[config.mk]
export PLATFORM = sky130hd
export DESIGN_NAME = irq_seq
export DESIGN_NICKNAME = d
export VERILOG_FILES = /design/src/rtl/irq_seq_pkg.sv /design/src/rtl/irq_seq_fsm.sv /design/src/rtl/irq_seq_regs.sv /design/src/rtl/irq_seq.sv
export SDC_FILE = /design/constraint.sdc
export NUM_CORES = 1
export LEC_CHECK = 0
export BUFFER_PORTS_ARGS = -buffer_cell sky130_fd_sc_hd__buf_2
export CAP_MARGIN = 20
export CORE_MARGIN = 5
export CORE_UTILIZATION = 40
export CTS_CLUSTER_SIZE = 14
export DETAILED_ROUTE_END_ITERATION = 8
export PLACE_DENSITY_LB_ADDON = 0.08
export SYNTH_ARGS = -nofsm -noshare
export SYNTH_HDL_FRONTEND = slang
export SYNTH_SLANG_ARGS = --single-unit
[constraint.sdc]
create_clock -name clk -period 2.4 [get_ports clk]
set_input_delay 0.48 -clock clk [delete_from_list [all_inputs] [get_ports clk]]
set_output_delay 0.48 -clock clk [all_outputs]
set_load 0.02 [all_outputs]
[src/rtl/irq_seq_pkg.sv]
package irq_seq_pkg;
  typedef enum logic [1:0] {
    OP_NORM = 2'd0,
    OP_EI   = 2'd1,
    OP_DI   = 2'd2,
    OP_RTI  = 2'd3
  } op_e;

  typedef enum logic [2:0] {
    ST_IDLE, ST_DIS, ST_PUSH, ST_VEC, ST_CLR, ST_POP
  } st_e;

  localparam int N_STB    = 5;
  localparam int STB_DIS  = 0;
  localparam int STB_PUSH = 1;
  localparam int STB_VEC  = 2;
  localparam int STB_CLR  = 3;
  localparam int STB_POP  = 4;

  localparam int N_SRC    = 4;
  localparam int SRC_NONE = 0;
  localparam int SRC_PC   = 1;
  localparam int SRC_STK  = 2;
  localparam int SRC_VEC  = 3;
endpackage

[src/rtl/irq_seq_fsm.sv]
module irq_seq_fsm
  import irq_seq_pkg::*;
(
  input  logic             clk,
  input  logic             rst_n,
  input  logic             instr_valid,
  input  logic [1:0]       instr_op,
  input  logic             irq_hit,
  output logic             instr_ready,
  output logic             accept,
  output logic [N_STB-1:0] strobe,
  output logic [N_SRC-1:0] bus_oe
);
  st_e st, st_nx;
  op_e op;

  assign op          = op_e'(instr_op);
  assign instr_ready = (st == ST_IDLE);
  assign accept      = instr_valid & instr_ready;

  always_comb begin
    st_nx = st;
    case (st)
      ST_IDLE: if (accept) begin
        if (op == OP_RTI)                  st_nx = ST_CLR;
        else if (op == OP_NORM && irq_hit) st_nx = ST_DIS;
      end
      ST_DIS:  st_nx = ST_PUSH;
      ST_PUSH: st_nx = ST_VEC;
      ST_VEC:  st_nx = ST_IDLE;
      ST_CLR:  st_nx = ST_POP;
      ST_POP:  st_nx = ST_IDLE;
      default: st_nx = ST_IDLE;
    endcase
  end

  always_ff @(posedge clk) begin
    if (!rst_n) st <= ST_IDLE;
    else        st <= st_nx;
  end

  always_comb begin
    strobe = '0;
    bus_oe = '0;
    case (st)
      ST_DIS:  begin strobe[STB_DIS]  = 1'b1; bus_oe[SRC_NONE] = 1'b1; end
      ST_PUSH: begin strobe[STB_PUSH] = 1'b1; bus_oe[SRC_PC]   = 1'b1; end
      ST_VEC:  begin strobe[STB_VEC]  = 1'b1; bus_oe[SRC_VEC]  = 1'b1; end
      ST_CLR:  begin strobe[STB_CLR]  = 1'b1; bus_oe[SRC_NONE] = 1'b1; end
      ST_POP:  begin strobe[STB_POP]  = 1'b1; bus_oe[SRC_STK]  = 1'b1; end
      default: bus_oe[SRC_NONE] = 1'b1;
    endcase
  end


  bus_onehot_chk: assert property (@(posedge clk) disable iff (!rst_n)
    $onehot(bus_oe));

  strobe_onehot0_chk: assert property (@(posedge clk) disable iff (!rst_n)
    $onehot0(strobe));

  busy_not_ready_chk: assert property (@(posedge clk) disable iff (!rst_n)
    (|strobe) |-> !instr_ready);

  entry_start_chk: assert property (@(posedge clk) disable iff (!rst_n)
    (accept && op == OP_NORM && irq_hit) |=> strobe[STB_DIS]);

  no_entry_on_ei_di_chk: assert property (@(posedge clk) disable iff (!rst_n)
    (accept && (op == OP_EI || op == OP_DI)) |=> !strobe[STB_DIS]);

  dis_then_push_chk: assert property (@(posedge clk) disable iff (!rst_n)
    strobe[STB_DIS] |=> strobe[STB_PUSH]);

  push_then_vec_chk: assert property (@(posedge clk) disable iff (!rst_n)
    strobe[STB_PUSH] |=> strobe[STB_VEC]);

  clr_then_pop_chk: assert property (@(posedge clk) disable iff (!rst_n)
    strobe[STB_CLR] |=> strobe[STB_POP]);
endmodule

[src/rtl/irq_seq_regs.sv]
module irq_seq_regs
  import irq_seq_pkg::*;
#(
  parameter int            DW        = 16,
  parameter int            STK_DEPTH = 16,
  parameter logic [DW-1:0] PC_INIT   = '0,
  parameter logic [DW-1:0] SP_INIT   = '0
) (
  input  logic             clk,
  input  logic             rst_n,
  input  logic             accept,
  input  logic [1:0]       instr_op,
  input  logic [N_STB-1:0] strobe,
  input  logic [N_SRC-1:0] bus_oe,
  input  logic             irq_req,
  input  logic [DW-1:0]    irq_vector,
  output logic [DW-1:0]    pc,
  output logic [DW-1:0]    sp,
  output logic             int_en,
  output logic             int_pend,
  output logic             irq_hit
);
  localparam int            AW  = $clog2(STK_DEPTH);
  localparam logic [DW-1:0] ONE = 1;

  op_e           op;
  logic [DW-1:0] bus_data;
  logic [DW-1:0] sp_dec;
  logic [DW-1:0] stk [STK_DEPTH];

  assign op      = op_e'(instr_op);
  assign sp_dec  = sp - ONE;
  assign irq_hit = int_en & int_pend;

  always_comb begin
    bus_data = '0;
    if (bus_oe[SRC_PC])  bus_data = pc;
    if (bus_oe[SRC_STK]) bus_data = stk[sp[AW-1:0]];
    if (bus_oe[SRC_VEC]) bus_data = irq_vector;
  end

  always_ff @(posedge clk) begin
    if (!rst_n) begin
      pc       <= PC_INIT;
      sp       <= SP_INIT;
      int_en   <= 1'b0;
      int_pend <= 1'b0;
    end else begin
      if (accept && op != OP_RTI)              pc <= pc + ONE;
      if (strobe[STB_VEC] || strobe[STB_POP])  pc <= bus_data;
      if (strobe[STB_PUSH])                    sp <= sp_dec;
      if (strobe[STB_POP])                     sp <= sp + ONE;
      if (accept && op == OP_EI)               int_en <= 1'b1;
      if (accept && op == OP_DI)               int_en <= 1'b0;
      if (strobe[STB_DIS])                     int_en <= 1'b0;
      int_pend <= (int_pend | irq_req) & ~strobe[STB_CLR];
    end
  end

  always_ff @(posedge clk) begin
    if (strobe[STB_PUSH]) stk[sp_dec[AW-1:0]] <= bus_data;
  end


  ie_drop_chk: assert property (@(posedge clk) disable iff (!rst_n)
    strobe[STB_DIS] |=> !int_en);

  push_sp_chk: assert property (@(posedge clk) disable iff (!rst_n)
    strobe[STB_PUSH] |=> sp == $past(sp) - ONE);

  vec_load_chk: assert property (@(posedge clk) disable iff (!rst_n)
    strobe[STB_VEC] |=> pc == $past(irq_vector));

  pop_sp_chk: assert property (@(posedge clk) disable iff (!rst_n)
    strobe[STB_POP] |=> sp == $past(sp) + ONE);

  rti_keeps_ie_chk: assert property (@(posedge clk) disable iff (!rst_n)
    (strobe[STB_CLR] || strobe[STB_POP]) |=> $stable(int_en));

  clr_pend_chk: assert property (@(posedge clk) disable iff (!rst_n)
    strobe[STB_CLR] |=> !int_pend);

  pend_hold_chk: assert property (@(posedge clk) disable iff (!rst_n)
    (int_pend && !strobe[STB_CLR]) |=> int_pend);
endmodule

[src/rtl/irq_seq.sv]
module irq_seq
  import irq_seq_pkg::*;
#(
  parameter int            DW        = 16,
  parameter int            STK_DEPTH = 16,
  parameter logic [DW-1:0] PC_INIT   = '0,
  parameter logic [DW-1:0] SP_INIT   = '0
) (
  input  logic             clk,
  input  logic             rst_n,
  input  logic             instr_valid,
  output logic             instr_ready,
  input  logic [1:0]       instr_op,
  input  logic             irq_req,
  input  logic [DW-1:0]    irq_vector,
  output logic [DW-1:0]    pc,
  output logic [DW-1:0]    sp,
  output logic             int_en,
  output logic             int_pend,
  output logic [N_STB-1:0] ctl_strobe,
  output logic [N_SRC-1:0] bus_oe
);
  logic accept;
  logic irq_hit;

  irq_seq_fsm u_fsm (
    .clk         (clk),
    .rst_n       (rst_n),
    .instr_valid (instr_valid),
    .instr_op    (instr_op),
    .irq_hit     (irq_hit),
    .instr_ready (instr_ready),
    .accept      (accept),
    .strobe      (ctl_strobe),
    .bus_oe      (bus_oe)
  );

  irq_seq_regs #(
    .DW        (DW),
    .STK_DEPTH (STK_DEPTH),
    .PC_INIT   (PC_INIT),
    .SP_INIT   (SP_INIT)
  ) u_regs (
    .clk        (clk),
    .rst_n      (rst_n),
    .accept     (accept),
    .instr_op   (instr_op),
    .strobe     (ctl_strobe),
    .bus_oe     (bus_oe),
    .irq_req    (irq_req),
    .irq_vector (irq_vector),
    .pc         (pc),
    .sp         (sp),
    .int_en     (int_en),
    .int_pend   (int_pend),
    .irq_hit    (irq_hit)
  );
endmodule

# --- Word level (Yosys, flattened, before mapping) ---
# Memories as Yosys holds them, arrays and structs flattened. A register that Yosys moved wholly into a read port is not among the register bits.
# Index checks and enable logic that the tools add are counted.
classes:
  add_sub_neg: 3
  mul: 0
  div: 0
  magnitude_cmp: 0
  n_eq_ne: 11
  n_shift: 0
  mux: 21
  bitwise_logic: 6
  reduce_logical: 12
op_table:
  columns: ["operator", "n"]
  rows:
  - ["$mux W16", 7]
  - ["$add A16 B1 Y16 const B", 2]
  - ["$sub A16 B1 Y16 const B", 1]
  - ["$pmux W3 S4", 1]
  - ["$mux W3", 3]
  - ["$mux W1", 8]
  - ["$mux W4", 2]
  - ["$eq A3 B2 Y1 const B", 2]
  - ["$eq A3 B3 Y1 const B", 2]
  - ["$reduce_or A3 Y1", 2]
  - ["$eq A2 B2 Y1 const B", 2]
  - ["$logic_and A1 B1 Y1", 4]
  - ["$reduce_bool A2 Y1", 2]
  - ["$and A1 B1 Y1", 3]
  - ["$eq A3 B1 Y1 const B", 1]
  - ["$logic_not A3 Y1", 1]
  - ["$ne A3 B3 Y1 const B", 1]
  - ["$eq A2 B1 Y1 const B", 1]
  - ["$logic_not A2 Y1", 1]
  - ["$ne A2 B1 Y1 const B", 1]
  - ["$ne A2 B2 Y1 const B", 1]
  - ["$not A1 Y1", 2]
  - ["$reduce_and A2 Y1", 1]
  - ["$logic_or A1 B1 Y1", 1]
  - ["$or A1 B1 Y1", 1]
totals:
  register_bits: 37
  latch_bits: 0
  ram_bits: 256
  romBits: 0
  inputBits: 22
  output_inout_bits: 44
  wordCells: 59
  n_memories: 1
mem_list:
  columns: ["memory", "words", "word_bits", "rd", "rd_clocked_by_memory_dff", "wr", "line", "source"]
  rows:
  - ["u_regs.stk", 16, 16, 1, 1, 1, "irq_seq_regs.sv:29", "logic [DW-1:0] stk [STK_DEPTH];"]

# --- Longest topological paths before layout ---
# Gate-level depths: netlist (run 1).
logic_depth:
  depth_word: 6
  mapped_depth: 9
  depth_no_buf: 6

# --- Hierarchy ---
# Synthesis (run 1) repeated with hierarchy kept, for this count alone.
hier_totals:
  hier_cells: 901
  hier_area_um2: 12827.3
modules_own_cells:
  columns: ["mod", "instances", "cells_each", "area_each_um2", "seq_area_each_um2"]
  rows:
  - ["irq_seq_regs", 1, 877, 12593.3, 8448.1]
  - ["irq_seq_fsm", 1, 24, 234.0, 60.1]

# --- Worst setup path after synthesis (run 1) ---
# No wires, ideal clock.
synth_path:
  kind: "flip-flop to flip-flop"
  from: "reg u_regs.sp[2]"
  to: "mem u_regs.stk[5][0] (enable)"
  setup_time_ps: 388
  arrival_ps: 2010
  required_ps: 2012
  slack_ps: 2
  stages_incl_launch_ff: 6
  n_path_buf: 1
  period_less_slack_ps: 2398
  path_cell_list: "dfxtp_1 clkbuf_1 or3_1 xor2_1 nand2_1 nor2_1"
synth_via:
  elab_chain_cells: 1
synth_rtl:
  columns: ["element", "line", "source"]
  rows:
  - ["from (decl)", "irq_seq_regs.sv:18", "output logic [DW-1:0] sp,"]
  - ["from (signal assigned)", "irq_seq_regs.sv:51", "if (strobe[STB_PUSH]) sp <= sp_dec;"]
  - ["from (signal assigned)", "irq_seq_regs.sv:52", "if (strobe[STB_POP]) sp <= sp + ONE;"]
  - ["$sub A16 B1 Y16", "irq_seq_regs.sv:32", "assign sp_dec = sp - ONE;"]
  - ["to (decl)", "irq_seq_regs.sv:29", null]
# Every way passes these cells.

# --- Worst setup path after layout (run 1) ---
layout_path:
  from: "reg u_fsm.st[1]"
  to: "out bus_oe[0]"
layout_via:
  elab_chain_cells: 3
  elab_cells_between_ends: 5
  cone_classes: "eq/ne (3); mux (1); reduce/logical (1)"
layout_rtl:
  columns: ["element", "line", "source"]
  rows:
  - ["from (decl)", "irq_seq_fsm.sv:14", "st_e st, st_nx;"]
  - ["from (signal assigned)", "irq_seq_fsm.sv:39", "else st <= st_nx;"]
  - ["$eq A3 B2 Y1 or $eq A3 B3 Y1 (tied branches)", "irq_seq_fsm.sv:45", "case (st)"]
  - ["$reduce_or A3 Y1 (no line) *", null, null]
  - ["$mux W1 *", "irq_seq_fsm.sv:45", null]
  - ["to (decl)", "irq_seq.sv:21", "output logic [N_SRC-1:0] bus_oe"]
# Every way passes the cells marked *; elsewhere a longest branch is shown, timed or not.

==> results of run 1 <==
[synth_stat cells, types with 5 or more instances]
cell / n
nor3_1: 10
a211oi_1: 5
nand3_1: 14
nand4_1: 7
buf_4: 9
clkbuf_1: 23
xor2_1: 7
mux2_2: 8
xnor2_1: 13
mux2i_1: 57
a21oi_1: 17
dfxtp_1: 41
nand2_1: 33
ha_1: 6
a22oi_1: 11
o22ai_1: 7
o21ai_0: 32
o22a_1: 5
mux4_2: 41
nor2_1: 63
edfxtp_1: 256
inv_1: 11
or3_1: 6
a221oi_1: 23
[worst paths after layout]
check	from	to	slack, ns
setup / recovery	u_fsm.st[1]	bus_oe[0]	0.09
hold / removal	irq_req	u_regs.int_pend	0.24
setup reg to reg	flip-flop	u_regs.stk[0][0]	0.09
hold reg to reg	u_regs.int_pend	u_regs.int_pend	0.53
[metal layers]
metal	part of all wire	wire length, um	track usage
met5	0	0	0
met4	0.024	901	0.0529
met3	0.059	2200	0.0332
met2	0.47	17400	0.335
met1	0.45	16500	0.294
[cells by family (layout without fill, tap and decap cells)]
| family | Yosys count | after routing |
|---|---|---|
| AO/OA/AOI/OAI | 141 | 141 |
| XOR/XNOR | 20 | 20 |
| adder cells (fa/ha/maj) | 6 | 6 |
| buffers and inverters | 59 | 248 |
| flip-flops | 297 | 297 |
| multiplexers | 106 | 106 |
| AND/OR/NAND/NOR | 172 | 172 |
[final cells by class]
type                       instances  area, um^2
clock buffer                      45         966
clock inverter                    17         190
fill                            2671       15400
inverter                          15        61.3
multi-input combinational        445        3800
sequential                       297        8520
tap                              396         495
timing repair buffer             171        1360
[flip-flops by register name, indices dropped and copies added (netlist names), named ones only]
register,flops
u_fsm.st,3
u_regs.sp,16
u_regs.pc,16
u_regs.stk,256
u_regs.int_pend,1
u_regs.int_en,1
[stage by stage]
stage | util | instance area (um^2) | cells
finish | 0.501 | 15400 | 1386
global route | 0.501 | 15400 | 1386
CTS | 0.499 | 15400 | 1384
detailed placement | 0.460 | 14200 | 1322
global placement | 0.460 | 14200 | 1322
floorplan | - | 12500 | 801
[repair_timing]
item                       4_1_cts  5_1_grt
gates resized for setup         14        9
setup endpoints to repair      158      161
buffers inserted                 0        2
pin swaps                        0        3
[critical path, stage by stage (launching register included)]
cell      delay [ns]
dfxtp_2         0.40
nand3b_1        0.17
buf_12          0.21
inv_6           0.09
buf_12          0.17
nor2_1          0.10
buf_2           0.17
[power by group]
group	internal [mW]	switching, mW	leakage (nW)
Sequential	5.54	0.0273	2.80
Clock	3.27	2.00	0.568
Combinational	0.129	0.197	1.87
Total	8.95	2.22	5.23
==> reports/metrics.cfg, run 1 <==
[run_status]
status=completed

[place]
gp_congestion=0.829
numPortBuffers=65
hpwl_um=24400
pre_cts_ws_ns=-0.159

[global_routing]
grt_max_degree=23
grt.total_usage=0.207
antenna_found_initial=0
grt_first_pass_wirelength_um=53700
first_global_vias=8041
overflow=0

[timing]
holdWs_ns=0.235
drv_slew=0
worst_slew_pin_slew_ns=0.612
finalSetupViolCount=0
final_hold_viol_count=0
final.min_clock_period_ns=2.31
fin_crit_sh=0.964
slew_headroom=0.590
setup_ws_ns=0.0868
fin_tns_setup_ns=0
max_freq_mhz=432
skew_ns=0.0132

[clock_tree]
clock_sinks=297
cts_tree=done
htreeDepth=2
clk_latency_ns=0.51
clockRootBuffer=clkbuf_16
cts_hold_buf=0
clockBufferDepth=3
cts-buffers-inserted=34
cts.reportedPaths.clkPinSlew_ns=0.06

[yosys]
syn_area_um2=12500
ys_top_cells_by_area=edfxtp_1 61%, mux4_2 7.4%, dfxtp_1 6.6%
async_flop_share=0
ys_warn_count=0
synth_fa_ha_area_frac=0.00600
synth_xor_xnor_area_share=0.0140
avgSynthCellArea_um2=15.6
synth-edff-count=256
yosys.area_share.simple=0.0693
ys.flop_type=edfxtp_1
netlist_instances=801
synth_cell_types=68
synth_seq_cells=297
yosysTopAreaCellShare=0.615
synthMuxAreaShare=0.127
ys_seq_area_frac=0.680
synth_top_area_cell=edfxtp_1
synth-compound-area-share=0.0805
synth_fp_nets=829
synth_top_family_by_area=multiplexers

[routing]
drt_wl_total_um=37000
vias_per_cell=5.80
vias=8034
firstDrtPassIters=5
wl_per_cell_um=26.7
ant_nets=0
drc=0
drt_iter0_drc=634

[die]
ios=66
die_w_um=187
die_area_um2=34900
initial_core_util=0.407
dieHeight_um=187
rows=64
core_um2=30700

[run]
max_cap_violations=0

[critical_path]
crit_type=reg -> out
cp.required_ns=1.92
reg2reg_depth=6
path_max_fanout=18
cp.arrival_ns=1.83
critPathLaunchType=flip-flop
end_kind=output port

[hold_path]
worstHoldPathType=in -> reg
holdPathStages=3

[pwr]
power_mw=11.2
p_per_area_nw_per_um2=726
p_leak_nw=5.23
vdd_drop_max_mv=0.347

[final_layout]
final_common_cell=edfxtp_1
layout-drive-gt1-share=0.320
fin_nets=992
final_cell_mix=256 x edfxtp_1, 86 x buf_4, 65 x buf_2
area_growth_pct=23.1
diodes=0

(Power assumes the default switching activity.)
==> inputs of run 2 (changes only) <==
--- a/config.mk
+++ b/config.mk
@@ -6,7 +6,7 @@
 export NUM_CORES = 1
 export LEC_CHECK = 0
 export BUFFER_PORTS_ARGS = -buffer_cell sky130_fd_sc_hd__buf_2
-export CAP_MARGIN = 20
+export CAP_MARGIN = 30
 export CORE_MARGIN = 5
 export CORE_UTILIZATION = 40
 export CTS_CLUSTER_SIZE = 14
@@ -14,4 +14,5 @@
 export PLACE_DENSITY_LB_ADDON = 0.08
 export SYNTH_ARGS = -nofsm -noshare
 export SYNTH_HDL_FRONTEND = slang
+export SYNTH_HIERARCHICAL = 1
 export SYNTH_SLANG_ARGS = --single-unit
==> run 2 against run 1 <==
Effect of this change: sequential cell count stayed put; register-to-register slack improved by 0.09 ns; non-clock buffer count shrank 2; critical path depth decreased by 2; total power up 4.7%; worst setup slack better by 0.032 ns.
==> reports/metrics.cfg, run 2 <==
[yosys]
synth_common_cells=256 x edfxtp_1, 129 x mux2i_1, 62 x nand2_1
yosysTopAreaCellShare=0.599
synth_fp_nets=929
synth-edff-count=256
ys_warn_count=6
synth_seq_cells=297
synth_top_area_cell=edfxtp_1
ys_seq_area_frac=0.663
avgSynthCellArea_um2=14.2
synth_most_common_cell=edfxtp_1
netlist_instances=901
syn_area_um2=12800
ys_top_cells_by_area=edfxtp_1 60%, mux2i_1 10%, dfxtp_1 6.4%
async_flop_share=0
ys.flop_type=edfxtp_1
synth_cell_types=63

[final_layout]
utilization=0.486
layoutNonFillerInstCount=1480
fin_nets=1081
area_growth_pct=20.0
layout-drive-gt1-share=0.245
final_common_cell=edfxtp_1
largest_reg_flops=256
diodes=0
final_cell_mix=256 x edfxtp_1, 129 x mux2i_1, 99 x buf_4

[clock_tree]
post_cts_resized=0
cts_tree=done
cts.reportedPaths.clkPinSlew_ns=0.05
clockRootBuffer=clkbuf_16
clockBufferDepth=3
cts_setup_buffers=0
clk_latency_ns=0.50
cts-buffers-inserted=35
clock_sinks=297
cts_hold_buf=0
htreeDepth=2

[critical_path]
end_kind=output port
critPathLaunchType=flip-flop
path_max_fanout=18
cp.arrival_ns=1.80
crit_chain=and3_4, buf_12, buf_4, buf_2
crit_start=u_fsm/st[0]
slowest_delay_ns=0.42
cp.required_ns=1.92
cpMaxStageDelayCell=dfxtp_1
reg2reg_depth=7
r2r_start=u_regs/sp[1]
crit_end=ctl_strobe[2]
rrSetupSlack_ns=0.18
r2r-end=u_regs/stk[7][8]
crit_type=reg -> out

[place]
gp_congestion=0.820
numPortBuffers=65
hpwl_um=23500
dpl.cell_count=1417

[global_routing]
antenna_found_initial=0
overflow=0
grt_max_degree=35
grt.total_usage=0.201
grt_first_pass_wirelength_um=53800
first_global_vias=8180

[routing]
drt_iter0_drc=591
drc=0
drt_wl_total_um=35900
vias=8144
vias_per_cell=5.50
wl_per_cell_um=24.3
ant_nets=0
firstDrtPassIters=5

[die]
die_area_um2=35700
initial_core_util=0.405
rows=65
core_um2=31600
die_w_um=189
ios=66
dieHeight_um=189

[timing]
max_freq_mhz=438
final_hold_viol_count=0
finalSetupViolCount=0
skew_ns=0.0129
holdWs_ns=0.290
worst_slew_pin_slew_ns=0.564
drv_slew=0
rsz0062_at_grt=no
fin_crit_sh=0.951
slew_headroom=0.620
final.min_clock_period_ns=2.28

[run_status]
status=completed

[pwr]
p_leak_nw=5.27
vdd_drop_max_mv=0.535
p_per_area_nw_per_um2=760
power_mw=11.7

[run]
max_cap_violations=0

[hold_path]
worstHoldPathType=in -> reg

-- run 2: layout make-up --
cell class,instances,area [um^2]
Sequential cell,297,8520
Fill cell,2804,16200
Multi-Input combinational cell,543,4060
Tap cell,402,503
Clock buffer,47,961
Clock inverter,15,159
Timing Repair Buffer,169,1170
Inverter,7,26.3
-- run 2: logic make-up (layout without fill, tap and decap cells) --
| logic type | count (synthesis) | in the layout | share of synthesized area |
|---|---|---|---|
| buffers and inverters | 61 | 238 | 0.0270 |
| XOR/XNOR | 22 | 22 | 0.0150 |
| AND/OR/NAND/NOR | 234 | 234 | 0.0977 |
| adder cells (fa/ha/maj) | 6 | 6 | 0.00585 |
| multiplexers | 131 | 131 | 0.104 |
| flip-flops | 297 | 297 | 0.663 |
| AO/OA/AOI/OAI | 150 | 150 | 0.0869 |
-- run 2: critical path, delay by kind of cell (launching register included) --
family | cells | cell delay [ns]
AND/OR/NAND/NOR | 1 | 0.34
buffers and inverters | 3 | 0.54
flip-flops | 1 | 0.42
-- run 2: worst min path at each step --
stage	cells past startpoint	from	endpoint	slack [ns]
global placement	2	u_regs/sp[15]	u_regs/sp[15]	0.46
finish	3	irq_req	u_regs/int_pend	0.29
detailed placement	2	u_regs/sp[15]	u_regs/sp[15]	0.48
CTS	3	irq_req	u_regs/int_pend	0.26
global route	3	irq_req	u_regs/int_pend	0.28
floorplan	2	u_fsm/st[1]	u_fsm/st[2]	0.52
-- run 2: power by group --
group          switching, mW  internal, mW
clock network           2.04          3.14
registers             0.0692          5.61
logic                  0.513         0.328
-- run 2: layer usage --
layer | vias to the layer above | global-route usage | wire, um
met5 | - | 0 | 0
met4 | 0 | 0.0504 | 777
met3 | 46 | 0.0313 | 1690
met2 | 184 | 0.320 | 16700
met1 | 4122 | 0.291 | 16700
li1 | 3792 | - | -
-- run 2: stage by stage --
stage	setup TNS, ns	cell area [um^2]	worst slack [ns]
3_3_place_gp	0	14200	0.0517
5_1_grt	0	15400	0.0203
6_report	0	15400	0.119
4_1_cts	0	15400	0.00828
3_5_place_dp	0	14200	0.0495
2_1_floorplan	-14.56	12800	-0.137
==> inputs of run 3 (changes only) <==
--- a/config.mk
+++ b/config.mk
@@ -8,7 +8,7 @@
 export BUFFER_PORTS_ARGS = -buffer_cell sky130_fd_sc_hd__buf_2
 export CAP_MARGIN = 30
 export CORE_MARGIN = 5
-export CORE_UTILIZATION = 40
+export CORE_UTILIZATION = 55
 export CTS_CLUSTER_SIZE = 14
 export DETAILED_ROUTE_END_ITERATION = 8
 export PLACE_DENSITY_LB_ADDON = 0.08
==> run 3 against run 2 <==
Effect of this change: count of clock-buffer cells in the layout down 6; critical path depth up 2; sequential power about the same; fmax up 1.7%; wire length down 9.3%; global-route usage up 4.4 points; worst setup slack better by 0.039 ns; via count up 2.4%; die area down 26%; sequential cell count unchanged; combinational power down 5.3%; hold slack worse by 0.047 ns; critical path type is now reg -> reg; largest cell class unchanged.
==> reports/metrics.cfg, run 3 (same netlist as run 2, synthesis figures left out) <==
[clock_tree]
cts_hold_buf=0
clk_latency_ns=0.55
cts-buffers-inserted=31
clockRootBuffer=clkbuf_16
clock_sinks=297
clockBufferDepth=3
cts.reportedPaths.clkPinSlew_ns=0.06
cts_tree=done
htreeDepth=1

[critical_path]
cp.arrival_ns=2.54
critPathLaunchType=flip-flop
end_kind=flip-flop
path_max_fanout=10
cp.required_ns=2.70
crit_type=reg -> reg

[pwr]
switching_power_mw=2.41
p_per_area_nw_per_um2=728
p_comb_frac=0.073
intPower_mw=8.53
pwr-share-clk=0.407
netSwitchingFraction=0.220
vdd_drop_max_mv=0.646
p_seq_frac=0.520
power_mw=10.9
p_leak_nw=5.14

[hold_path]
worstHoldPathType=in -> reg

[final_layout]
fin_nets=1070
final_cell_mix=256 x edfxtp_1, 129 x mux2i_1, 92 x buf_4
layout-drive-gt1-share=0.226
utilization=0.660
layoutNonFillerInstCount=1379
area_growth_pct=17.2
diodes=0
largest_reg_flops=256
final_common_cell=edfxtp_1

[timing]
rsz0062_at_grt=no
fin_crit_sh=0.934
fin_tns_setup_ns=0
skew_ns=0.0135
drv_slew=0
holdWs_ns=0.243
worst_slew_pin_slew_ns=0.614
final_hold_viol_count=0
slew_headroom=0.589
finalSetupViolCount=0
final.min_clock_period_ns=2.24
max_freq_mhz=446

[die]
die_area_um2=26500
die_w_um=163
dieHeight_um=163
ios=66
initial_core_util=0.563
core_um2=22800
rows=55

[routing]
drt_iter0_drc=714
firstDrtPassIters=7
wl_per_cell_um=23.6
drt_wl_total_um=32600
ant_nets=0
vias_per_cell=6.05
drc=0
vias=8342

[global_routing]
grt_first_pass_wirelength_um=49100
overflow=0
grt.total_usage=0.246
grt_max_degree=29
antenna_found_initial=0
first_global_vias=8304

[run_status]
status=completed

[place]
gp_congestion=0.893
dpl.cell_count=1316
numPortBuffers=65
hpwl_um=21800

[run]
max_cap_violations=0

## run 3: changes by cell type in the layout (fill, tap and decap cells not counted), sizes merged
cell	before	now
buf	169	162
clkbuf	47	41
clkinv	10	12
bufinv	3	2
## run 3: layout make-up
class                   count  area (um^2)
clock buffers              41          823
well taps                 313          392
multi-input cells         543         4030
inverters                   7         26.3
flip-flops and latches    297         8520
fillers                  1656         7750
repair buffers            162         1120
clock inverters            16          129
## run 3: timing repair
item | in CTS | in global routing
pin swaps | 2 | 2
gates resized for setup | 0 | 1
buffers inserted | 4 | 2
setup endpoints to repair | 32 | 33
## run 3: metal layers
layer,track usage,part of all wire
met3,0.0377,0.069
met5,0,0
met2,0.393,0.47
met1,0.347,0.42
met4,0.0854,0.036
## run 3: power groups by stage
stage	combinational [mW]	sequential, mW	clock (mW)
after floorplan	0.499	5.80	0
after global placement	0.769	5.79	0
after detailed placement	0.783	5.80	0
after CTS	0.788	5.69	4.53
after global routing	0.849	5.70	4.75
final	0.797	5.69	4.45
## run 3: through the flow
step,setup slack (ns),instance area [um^2]
global placement,0.133,14000
CTS,0.0432,15000
finish,0.158,15000
detailed placement,0.0147,14000
global route,0.0137,15000
floorplan,-0.137,12800
## run 3: worst paths after layout
kind	endpoint	slack, ns	from	cells after the start
worst max-delay path	u_regs/stk[12][6]	0.16	flip-flop	6
worst min-delay path	u_regs/int_pend	0.24	irq_req	3
worst max register to register	u_regs/stk[12][6]	0.16	flip-flop	6
worst min register to register	u_regs/sp[15]	0.49	u_regs/sp[15]	2
## run 3: critical path: stages, from the launching register on
cell and delay, ns:
dfxtp_1 0.45, nor2b_1 0.53, buf_4 0.27, a22oi_1 0.10, nand3_1 0.10, o211ai_1 0.26
buf_4 0.27
